File: src/rtl/lu_pkg.sv
package lu_pkg;
  typedef enum logic [2:0] {
    OP_OR   = 3'd0,
    OP_AND  = 3'd1,
    OP_XOR  = 3'd2,
    OP_NOT  = 3'd3,
    OP_SHL  = 3'd4,
    OP_SHR  = 3'd5,
    OP_RSV6 = 3'd6,
    OP_RSV7 = 3'd7
  } lu_op_e;
endpackage

File: src/rtl/lu_datapath.sv
module lu_datapath #(
  parameter int DATA_W = 32
) (
  input  lu_pkg::lu_op_e    op,
  input  logic [DATA_W-1:0] x,
  input  logic [DATA_W-1:0] y,
  input  logic              cin,
  output logic [DATA_W-1:0] res,
  output logic              cout,
  output logic [DATA_W-1:0] companion
);
  import lu_pkg::*;

  // Companion operation used by the predictor: OR when computing AND, else AND.
  assign companion = (op == OP_AND) ? (x | y) : (x & y);

  always_comb begin
    res  = x;
    cout = 1'b0;
    case (op)
      OP_OR:  res = x | y;
      OP_AND: res = x & y;
      OP_XOR: res = x ^ y;
      OP_NOT: res = ~x;
      OP_SHL: begin
        res  = {x[DATA_W-2:0], cin};
        cout = x[DATA_W-1];
      end
      OP_SHR: begin
        res  = {cin, x[DATA_W-1:1]};
        cout = x[0];
      end
      default: res = x;
    endcase
  end
endmodule

File: src/rtl/zero_count_mod.sv
module zero_count_mod #(
  parameter int DATA_W = 32,
  parameter int CK1_W  = 3
) (
  input  logic [DATA_W-1:0] data,
  output logic [CK1_W-1:0]  ck1
);
  localparam int CNT_W = $clog2(DATA_W + 1);

  logic [CNT_W-1:0] cnt;

  always_comb begin
    cnt = '0;
    for (int i = 0; i < DATA_W; i++) cnt = cnt + CNT_W'(!data[i]);
  end

  // Truncation to CK1_W bits performs the modulo 2**CK1_W.
  assign ck1 = cnt[CK1_W-1:0];
endmodule

File: src/rtl/ck2_gen.sv
module ck2_gen #(
  parameter int CK1_W = 3,
  parameter int CK2_W = 2
) (
  input  logic [CK1_W-1:0] ck1,
  output logic [CK2_W-1:0] ck2
);
  always_comb begin
    ck2 = '0;
    for (int i = 0; i < CK1_W; i++) ck2 = ck2 + CK2_W'(!ck1[i]);
  end
endmodule

File: src/rtl/ck1_predict.sv
module ck1_predict #(
  parameter int DATA_W = 32,
  parameter int CK1_W  = 3
) (
  input  lu_pkg::lu_op_e   op,
  input  logic [CK1_W-1:0] x_ck1,
  input  logic [CK1_W-1:0] y_ck1,
  input  logic [CK1_W-1:0] comp_ck1,
  input  logic             cin,
  input  logic             cout,
  output logic [CK1_W-1:0] pred_ck1
);
  import lu_pkg::*;

  // Word width reduced modulo 2**CK1_W: the positive-offset term.
  localparam logic [CK1_W-1:0] WIDTH_MOD = CK1_W'(DATA_W);

  always_comb begin
    case (op)
      OP_OR, OP_AND: pred_ck1 = x_ck1 + y_ck1 - comp_ck1;
      OP_XOR:        pred_ck1 = x_ck1 + y_ck1 - (comp_ck1 << 1) + WIDTH_MOD;
      OP_NOT:        pred_ck1 = WIDTH_MOD - x_ck1;
      OP_SHL, OP_SHR: pred_ck1 = x_ck1 + CK1_W'(cout) - CK1_W'(cin);
      default:       pred_ck1 = x_ck1;
    endcase
  end
endmodule

File: src/rtl/chk_logic_unit.sv
module chk_logic_unit #(
  parameter int DATA_W = 32,
  parameter int CK1_W  = 3,
  parameter int CK2_W  = $clog2(CK1_W + 1)
) (
  input  logic              clk,
  input  logic              rst,
  input  logic [2:0]        op_i,
  input  logic [DATA_W-1:0] x_i,
  input  logic [DATA_W-1:0] y_i,
  input  logic [CK1_W-1:0]  x_ck1_i,
  input  logic [CK1_W-1:0]  y_ck1_i,
  input  logic              cin_i,
  output logic [DATA_W-1:0] res_o,
  output logic              cout_o,
  output logic [CK1_W-1:0]  pred_ck1_o,
  output logic [CK2_W-1:0]  pred_ck2_o,
  output logic [CK1_W-1:0]  act_ck1_o,
  output logic [CK2_W-1:0]  act_ck2_o,
  output logic              err_o,
  output logic              halt_o
);
  import lu_pkg::*;

  // ck2 of an all-zero ck1 field: every bit is zero.
  localparam logic [CK2_W-1:0] CK2_OF_ZERO = CK2_W'(CK1_W);

  lu_op_e            op;
  logic [DATA_W-1:0] res_d, comp_d;
  logic              cout_d;
  logic [CK1_W-1:0]  comp_ck1, act_ck1_d, pred_ck1_d;
  logic [CK2_W-1:0]  act_ck2_d, pred_ck2_d;
  logic              mismatch;

  assign op = lu_op_e'(op_i);

  lu_datapath #(.DATA_W(DATA_W)) dp_i (
    .op(op), .x(x_i), .y(y_i), .cin(cin_i),
    .res(res_d), .cout(cout_d), .companion(comp_d)
  );

  zero_count_mod #(.DATA_W(DATA_W), .CK1_W(CK1_W)) comp_enc_i (
    .data(comp_d), .ck1(comp_ck1)
  );

  zero_count_mod #(.DATA_W(DATA_W), .CK1_W(CK1_W)) res_enc_i (
    .data(res_d), .ck1(act_ck1_d)
  );

  ck2_gen #(.CK1_W(CK1_W), .CK2_W(CK2_W)) act_ck2_i (
    .ck1(act_ck1_d), .ck2(act_ck2_d)
  );

  ck1_predict #(.DATA_W(DATA_W), .CK1_W(CK1_W)) pred_i (
    .op(op), .x_ck1(x_ck1_i), .y_ck1(y_ck1_i), .comp_ck1(comp_ck1),
    .cin(cin_i), .cout(cout_d), .pred_ck1(pred_ck1_d)
  );

  ck2_gen #(.CK1_W(CK1_W), .CK2_W(CK2_W)) pred_ck2_i (
    .ck1(pred_ck1_d), .ck2(pred_ck2_d)
  );

  assign mismatch = {pred_ck1_d, pred_ck2_d} != {act_ck1_d, act_ck2_d};

  always_ff @(posedge clk) begin
    if (rst) begin
      res_o      <= '0;
      cout_o     <= 1'b0;
      pred_ck1_o <= '0;
      pred_ck2_o <= CK2_OF_ZERO;
      act_ck1_o  <= '0;
      act_ck2_o  <= CK2_OF_ZERO;
      err_o      <= 1'b0;
    end else begin
      res_o      <= res_d;
      cout_o     <= cout_d;
      pred_ck1_o <= pred_ck1_d;
      pred_ck2_o <= pred_ck2_d;
      act_ck1_o  <= act_ck1_d;
      act_ck2_o  <= act_ck2_d;
      err_o      <= err_o | mismatch;
    end
  end

  assign halt_o = err_o;

  assert_shl_R3: assert property (@(posedge clk) disable iff (rst)
    (op_i == 3'd4) |=> (res_o == {$past(x_i[DATA_W-2:0]), $past(cin_i)})
                       && (cout_o == $past(x_i[DATA_W-1])));

  assert_shr_R3: assert property (@(posedge clk) disable iff (rst)
    (op_i == 3'd5) |=> (res_o == {$past(cin_i), $past(x_i[DATA_W-1:1])})
                       && (cout_o == $past(x_i[0])));

  assert_cout_idle_R3: assert property (@(posedge clk) disable iff (rst)
    (op_i != 3'd4 && op_i != 3'd5) |=> !cout_o);

  assert_act_ck2_R5: assert property (@(posedge clk) disable iff (rst)
    act_ck2_o == CK2_W'(CK1_W - $countones(act_ck1_o)));

  assert_pred_ck2_R7: assert property (@(posedge clk) disable iff (rst)
    pred_ck2_o == CK2_W'(CK1_W - $countones(pred_ck1_o)));

  assert_flag_on_mismatch_R8: assert property (@(posedge clk) disable iff (rst)
    ({pred_ck1_o, pred_ck2_o} != {act_ck1_o, act_ck2_o}) |-> err_o);

  assert_sticky_err_R9: assert property (@(posedge clk) disable iff (rst)
    err_o |=> err_o);
endmodule

File: config.mk
export PLATFORM = sky130hd
export DESIGN_NAME = chk_logic_unit
export DESIGN_NICKNAME = d
export VERILOG_FILES = /design/src/rtl/lu_pkg.sv /design/src/rtl/lu_datapath.sv /design/src/rtl/zero_count_mod.sv /design/src/rtl/ck2_gen.sv /design/src/rtl/ck1_predict.sv /design/src/rtl/chk_logic_unit.sv
export SDC_FILE = /design/constraint.sdc
export NUM_CORES = 1
export LEC_CHECK = 0
export BUFFER_PORTS_ARGS = -buffer_cell sky130_fd_sc_hd__buf_4
export CAP_MARGIN = 5
export CORE_ASPECT_RATIO = 0.7
export CORE_MARGIN = 2
export CORE_UTILIZATION = 46
export CTS_BUF_LIST = sky130_fd_sc_hd__clkbuf_4 sky130_fd_sc_hd__clkbuf_8
export DETAILED_ROUTE_END_ITERATION = 8
export PLACE_DENSITY = 0.69
export SKIP_CTS_REPAIR_TIMING = 1
export SYNTH_ARGS = -nofsm -noshare
export SYNTH_HDL_FRONTEND = slang
export SYNTH_SLANG_ARGS = --single-unit
File: constraint.sdc
create_clock -name clk -period 20.2 [get_ports clk]
set_clock_uncertainty 0.05 [all_clocks]
set_input_delay 3.03 -clock clk [delete_from_list [all_inputs] [get_ports clk]]
set_output_delay 3.03 -clock clk [all_outputs]
set_load 0.02 [all_outputs]
---- After elaboration in Yosys (flattened, before gate mapping) ----
Index checks and enable logic that the tools add are counted.
cells by class
  bitwise operators ....................... 5
  reduce and logical (&&, ||, !) cells .... 73
  mux-type cells .......................... 4
  add/sub/neg operators ................... 72
  equal/unequal tests ..................... 6
operators with widths
  kind                                                 count
  one-hot mux 32 bit (6 select lines)                  1
  adder 3 x 1 -> 3 bit                                 61
  logical NOT 1 bit                                    70
  AND 32 bit                                           1
  2-to-1 mux 32 bit                                    1
  NOT 32 bit                                           1
  OR 32 bit                                            1
  bitwise XOR 32 bit                                   1
  one-hot mux 3 bit (4 select lines)                   1
  adder 1 x 1 -> 2 bit                                 4
  equality test 3 x 2 -> 1 bit, second input constant  2
  equality test 3 bit, second input constant           2
  subtractor 3 bit                                     2
  inequality test 5 bit                                1
  adder 2 x 1 -> 2 bit                                 2
  OR reduction 2 bit                                   2
  adder 3 bit                                          1
  equality test 3 x 1 -> 1 bit, second input constant  1
  logical NOT 3 bit                                    1
  subtractor 1 x 3 -> 3 bit, first input constant      1
  subtractor 3 x 1 -> 3 bit                            1
  one-hot mux 1 bit (2 select lines)                   1
  OR 1 bit                                             1
storage, ports and cells
  register bits after elaboration ......... 44
  output and inout bits ................... 45

---- Longest topological paths before layout ----
  word-level depth ........................ 41
  gate-level depth with buffers ........... 30
  gate-level depth less buffers ........... 27

---- Hierarchy ----
From an unflattened synthesis, not the netlist that was laid out.
second synthesis, totals
  cell total of the unflattened synthesis .. 781
  area, all modules ....................... 6332.3 um2
modules (own cells, without submodules)
  module          seq. area each (um2)  cells an instance  times used  area an instance (um2)
  lu_datapath     0.0                   520                1           3413.3
  zero_count_mod  0.0                   56                 2           620.6
  chk_logic_unit  880.8                 100                1           1236.2
  ck1_predict     0.0                   43                 1           386.6
  ck2_gen         0.0                   3                  2           27.5

---- Worst setup path before layout ----
Ideal clock, no wire load.
  path kind ............................... input port to flip-flop
  start ................................... input op_i[1]
  end ..................................... register err_o
  arrival time ............................ 11.018 ns
  stages .................................. 30
  setup slack ............................. 8.992 ns
  required time ........................... 20.010 ns
  cells stage by stage .................... inv_2 buf_1 clkbuf_1 nand2_1 clkbuf_1 nor2_1 a21oi_1 ha_1 inv_1 fa_1 fa_1 fa_1 fa_1 fa_1 inv_1 fa_1 inv_1 fa_1 inv_1 fa_1 fa_1 xnor2_1 xnor3_1 xnor2_2 a21oi_4 xor2_1 ha_1 xnor2_1 nor4_1 a41oi_2
on the way
  word-level cells in the longest chain between the ends .. 41
  elaborated cells between the ends (all ways) .. 154
  classes of those cells .................. add/sub: 70; eq/ne: 6; mux: 4; bitwise: 1; reduce/logical: 73
RTL lines
  what                                        RTL line                              source
  start, declared                             chk_logic_unit.sv:8                   input logic [2:0] op_i,
  equality test 3 x 1 -> 1 bit                lu_datapath.sv:15, ck1_predict.sv:19
  2-to-1 mux 32 bit                           lu_datapath.sv:15                     assign companion = (op == OP_AND) ? (x | y) : (x & y);
  logical NOT 1 bit                           zero_count_mod.sv:14                  for (int i = 0; i < DATA_W; i++) cnt = cnt + CNT_W'(!data[i]);
  adder 1 x 1 -> 2 bit                        zero_count_mod.sv:14
  adder 3 x 1 -> 3 bit (30 in series)         zero_count_mod.sv:14
  subtractor 3 bit, on equally long branches  ck1_predict.sv:20, ck1_predict.sv:21
  one-hot mux 3 bit (4 select lines) (*)      ck1_predict.sv:19                     case (op)
  logical NOT 1 bit                           ck2_gen.sv:10                         for (int i = 0; i < CK1_W; i++) ck2 = ck2 + CK2_W'(!ck1[i]);
  adder 1 x 1 -> 2 bit                        ck2_gen.sv:10
  adder 2 x 1 -> 2 bit (*)                    ck2_gen.sv:10
  net pred_ck2_d[0]                           chk_logic_unit.sv:32                  logic [CK2_W-1:0] act_ck2_d, pred_ck2_d;
  inequality test 5 bit (*)                   chk_logic_unit.sv:63                  assign mismatch = {pred_ck1_d, pred_ck2_d} != {act_ck1_d, act_ck2_d};
  OR 1 bit (*)                                chk_logic_unit.sv:81                  err_o <= err_o | mismatch;
  end signal, assigned                        chk_logic_unit.sv:81
  end, declared                               chk_logic_unit.sv:20                  output logic err_o,
Mark *: on every way through the listed nets, which the timed path passes. The rest lies on a longest branch.
A chain may end at the register's enable or synchronous reset.

---- Final worst setup path ----
  start ................................... input op_i[2]
  end ..................................... register err_o
The elaborated chain is that of the path after synthesis.

==> summary.txt <==
Global routing
  • Largest net degree at the start of global routing: 87
  • GRT Overall Usage: between 20% and 30%
  • Vias in the first global route: 5089
  • Total grt overflow: 0
  • First-pass GRT wire length: around 27 mm
  • Initial antenna violation count: 0

Place
  • Routability cong.: 0.9698
  • IO Port Bufs: 120
  • Hpwl dp: 13.74 mm

Routing
  • Final wirelength: about 17 mm
  • Via count: approximately 5500
  • WL/cell: around 17 um
  • DR top layer: met4
  • Remaining DRCs: 0
  • Initial drt markers: ~490
  • Drt pass-1 iters: 6
  • Via density: 5.426
  • Met3 routed WL: ~1.8 mm
  • Antenna-violating nets left: 0
  • M1 WL: 8.296 mm
  • Metal2 WL: ~7.0 mm

STA
  • Setup_tns: 0 ns
  • Slew @ Worst Pin: 1.007 ns
  • Max-slew headroom: around a third
  • Final period util: a little under 60%
  • Hold Violations, Final: 0
  • Post-layout minimum cycle time: between 10 and 15 ns
  • WHS: 0.5545 ns
  • Final setup vio count: 0
  • RSZ-0062 raised after global routing: no
  • Fmax: around 0.086 GHz
  • Slew Limit Fails: 0

Min path
  • Worst-case hold path end point: err_o
  • Hold wc startpoint: err_o
  • Worst hold path class: reg -> reg
  • Hold Path Stages: 2

Clock network
  • TritonCTS Buffers: 5
  • Clock-pin slew on the worst setup and hold paths: roughly 0.07 ns
  • Max clock buf depth: 2
  • CTS tree: built
  • Clock Latency Late Sink: around 0.28 ns
  • Sink Count: between 40 and 50
  • Clock root buffer: clkbuf_8
  • # H-tree levels: 2

Status
  • Outcome: finished, final reports clean

Pwr
  • Leakage: around 3.5 nW
  • Pwr dens: 199.6 nW/um^2
  • Maximum vdd ir drop: roughly 300 uV
  • Tot Pwr: between 0.001 and 0.0015 W

Layout
  • Fin nets: 1056
  • Area grow syn2layout: 17.49%
  • FILL cells: about 1200
  • Commonest non-fill, non-tap cell in the layout: buf_4
  • Share of layout cells above drive strength 1: 17.54%
  • Sequential cell area: 880.8 sq um
  • Most frequent cells in the layout: buf_4 (125), inv_1 (111), nand2_1 (85)
  • N_diodes: 0
  • Multi-input gate area: ~4600 sq um

Worst setup path
  • R2R cell count: 2
  • Slowest stage delay, CP: slightly below 0.7 ns
  • Top cell by count, worst path: fa_1
  • Element type at the critical path start: primary input
  • Delay-heaviest family, CP: adder cells
  • Worst path required time: slightly above 20 ns
  • Critical Path Start: op_i[2]
  • Critical path data arrival time: ~12 ns
  • R2r startpoint: err_o
  • Cell at the slowest stage of the critical path: nand2_1
  • Worst-path fanout max: 72
  • Crit end category: register
  • Critical path buffer and inverter count: 5
  • FF-to-FF End: err_o
  • Reg2reg setup slack: roughly 19 ns
  • Crit path kind: in -> reg

Logic synthesis
  • Fraction of registers with async set/reset: 0%
  • Synthesized flop and latch total: 44
  • Ys flop type: dfxtp_1
  • Yosys warning count: 0
  • Mapped cell area: 6111 sq um
  • Number of synthesized flops with an enable pin: 0
  • Synth Net Count: around 1000
  • Syn Area/Cell: about 7.9 sq um
  • Synth Instances: 772
  • Sequential element share of the synthesized area: 14.41%
  • Netlist cell types: 60

Floorplan
  • Die Footprint: between 10000 and 15000 sq um
  • Core area: between 10000 and 15000 sq um
  • Row count: 35
  • Chip Width: between 100 and 150 um
  • Die height: 100.4 um
  • I/O pin count: about 120
  • Initial Util: between 40% and 50%

Run
  • # Max-Cap Violations: 0
-- worst reg2reg max path, stage by stage, from the launching register on --
cell     delay (ns)
dfxtp_1        0.34
nor4_1         0.38
a41oi_2        0.14
-- worst max-delay path by stage --
stage | cells past startpoint | slack, ns | to
final | 27 | 8.52 | err_o
after global routing | 27 | 8.03 | err_o
after CTS | 27 | 8.53 | err_o
after detailed placement | 27 | 8.23 | err_o
after global placement | 27 | 8.43 | err_o
after floorplan | 30 | 8.99 | err_o
-- where the power goes --
group | switching, W | internal (W)
Clock | 0.0000262 | 0.0000486
Combinational | 0.000644 | 0.000599
Sequential | 0.00000462 | 0.000111
Total | 0.000675 | 0.000758
-- metrics by stage --
stage / setup WS (ns) / cell area, sq um / utilization (%) / std cells
global placement: 8.426 / 7051 / 54.03 / 1014
CTS: 8.531 / 7179 / 55.01 / 1021
global route: 8.028 / 7179 / 55.01 / 1021
detailed placement: 8.228 / 7051 / 54.03 / 1014
finish: 8.516 / 7179 / 55.01 / 1021
floorplan: 8.992 / 6111 / - / 772
-- cell type report --
type / count / area share (%)
timing repair buffer: 125 / 13.07
inverter: 113 / 5.908
clock buffer: 5 / 0.9585
clock inverter: 2 / 0.8365
sequential: 44 / 12.27
multi-input combinational: 566 / 64.06
tap: 166 / 2.893
-- per-layer routing --
metal  GRT usage [%]  vias to the layer above
met3           5.534                       16
met5               0                        -
met2           35.14                      251
met1           37.64                     2542
li1                -                     2731
met4           2.462                        0
-- cell families (layout without fill, tap and decap cells) --
family	after synthesis	in the layout	synth area share [%]
compound gates	190	190	20.37
mux	19	19	4.177
simple gates	207	207	14.68
flops	44	44	14.41
xor+xnor	25	25	4.750
buf+inv	162	245	10.36
fa+ha+maj	125	125	31.24
-- cells in the mapped netlist, types with 8 or more instances --
| master | count | area (sq um) |
|---|---|---|
| o21ai_0 | 57 | 285.3 |
| ha_1 | 79 | 988.5 |
| nand2_1 | 85 | 319.1 |
| nor2_1 | 71 | 266.5 |
| nor2b_1 | 19 | 118.9 |
| fa_1 | 46 | 920.9 |
| o211ai_1 | 15 | 112.6 |
| nand3_1 | 10 | 50.05 |
| clkbuf_1 | 21 | 78.83 |
| inv_1 | 111 | 416.7 |
| a31oi_1 | 9 | 56.30 |
| buf_2 | 14 | 70.07 |
| mux2i_1 | 12 | 120.1 |
| dfxtp_1 | 44 | 880.8 |
| xnor2_1 | 16 | 140.1 |
| a21oi_1 | 43 | 215.2 |
| a22oi_1 | 8 | 60.06 |
| nand2b_1 | 11 | 68.82 |
| buf_1 | 12 | 45.04 |
-- sequential cells by signal, summed over array words and instances (netlist names) --
register    count
pred_ck2_o      2
act_ck1_o       3
pred_ck1_o      3
act_ck2_o       2
err_o           1
cout_o          1
res_o          32
Note: power is estimated with default switching activity, not from simulation.
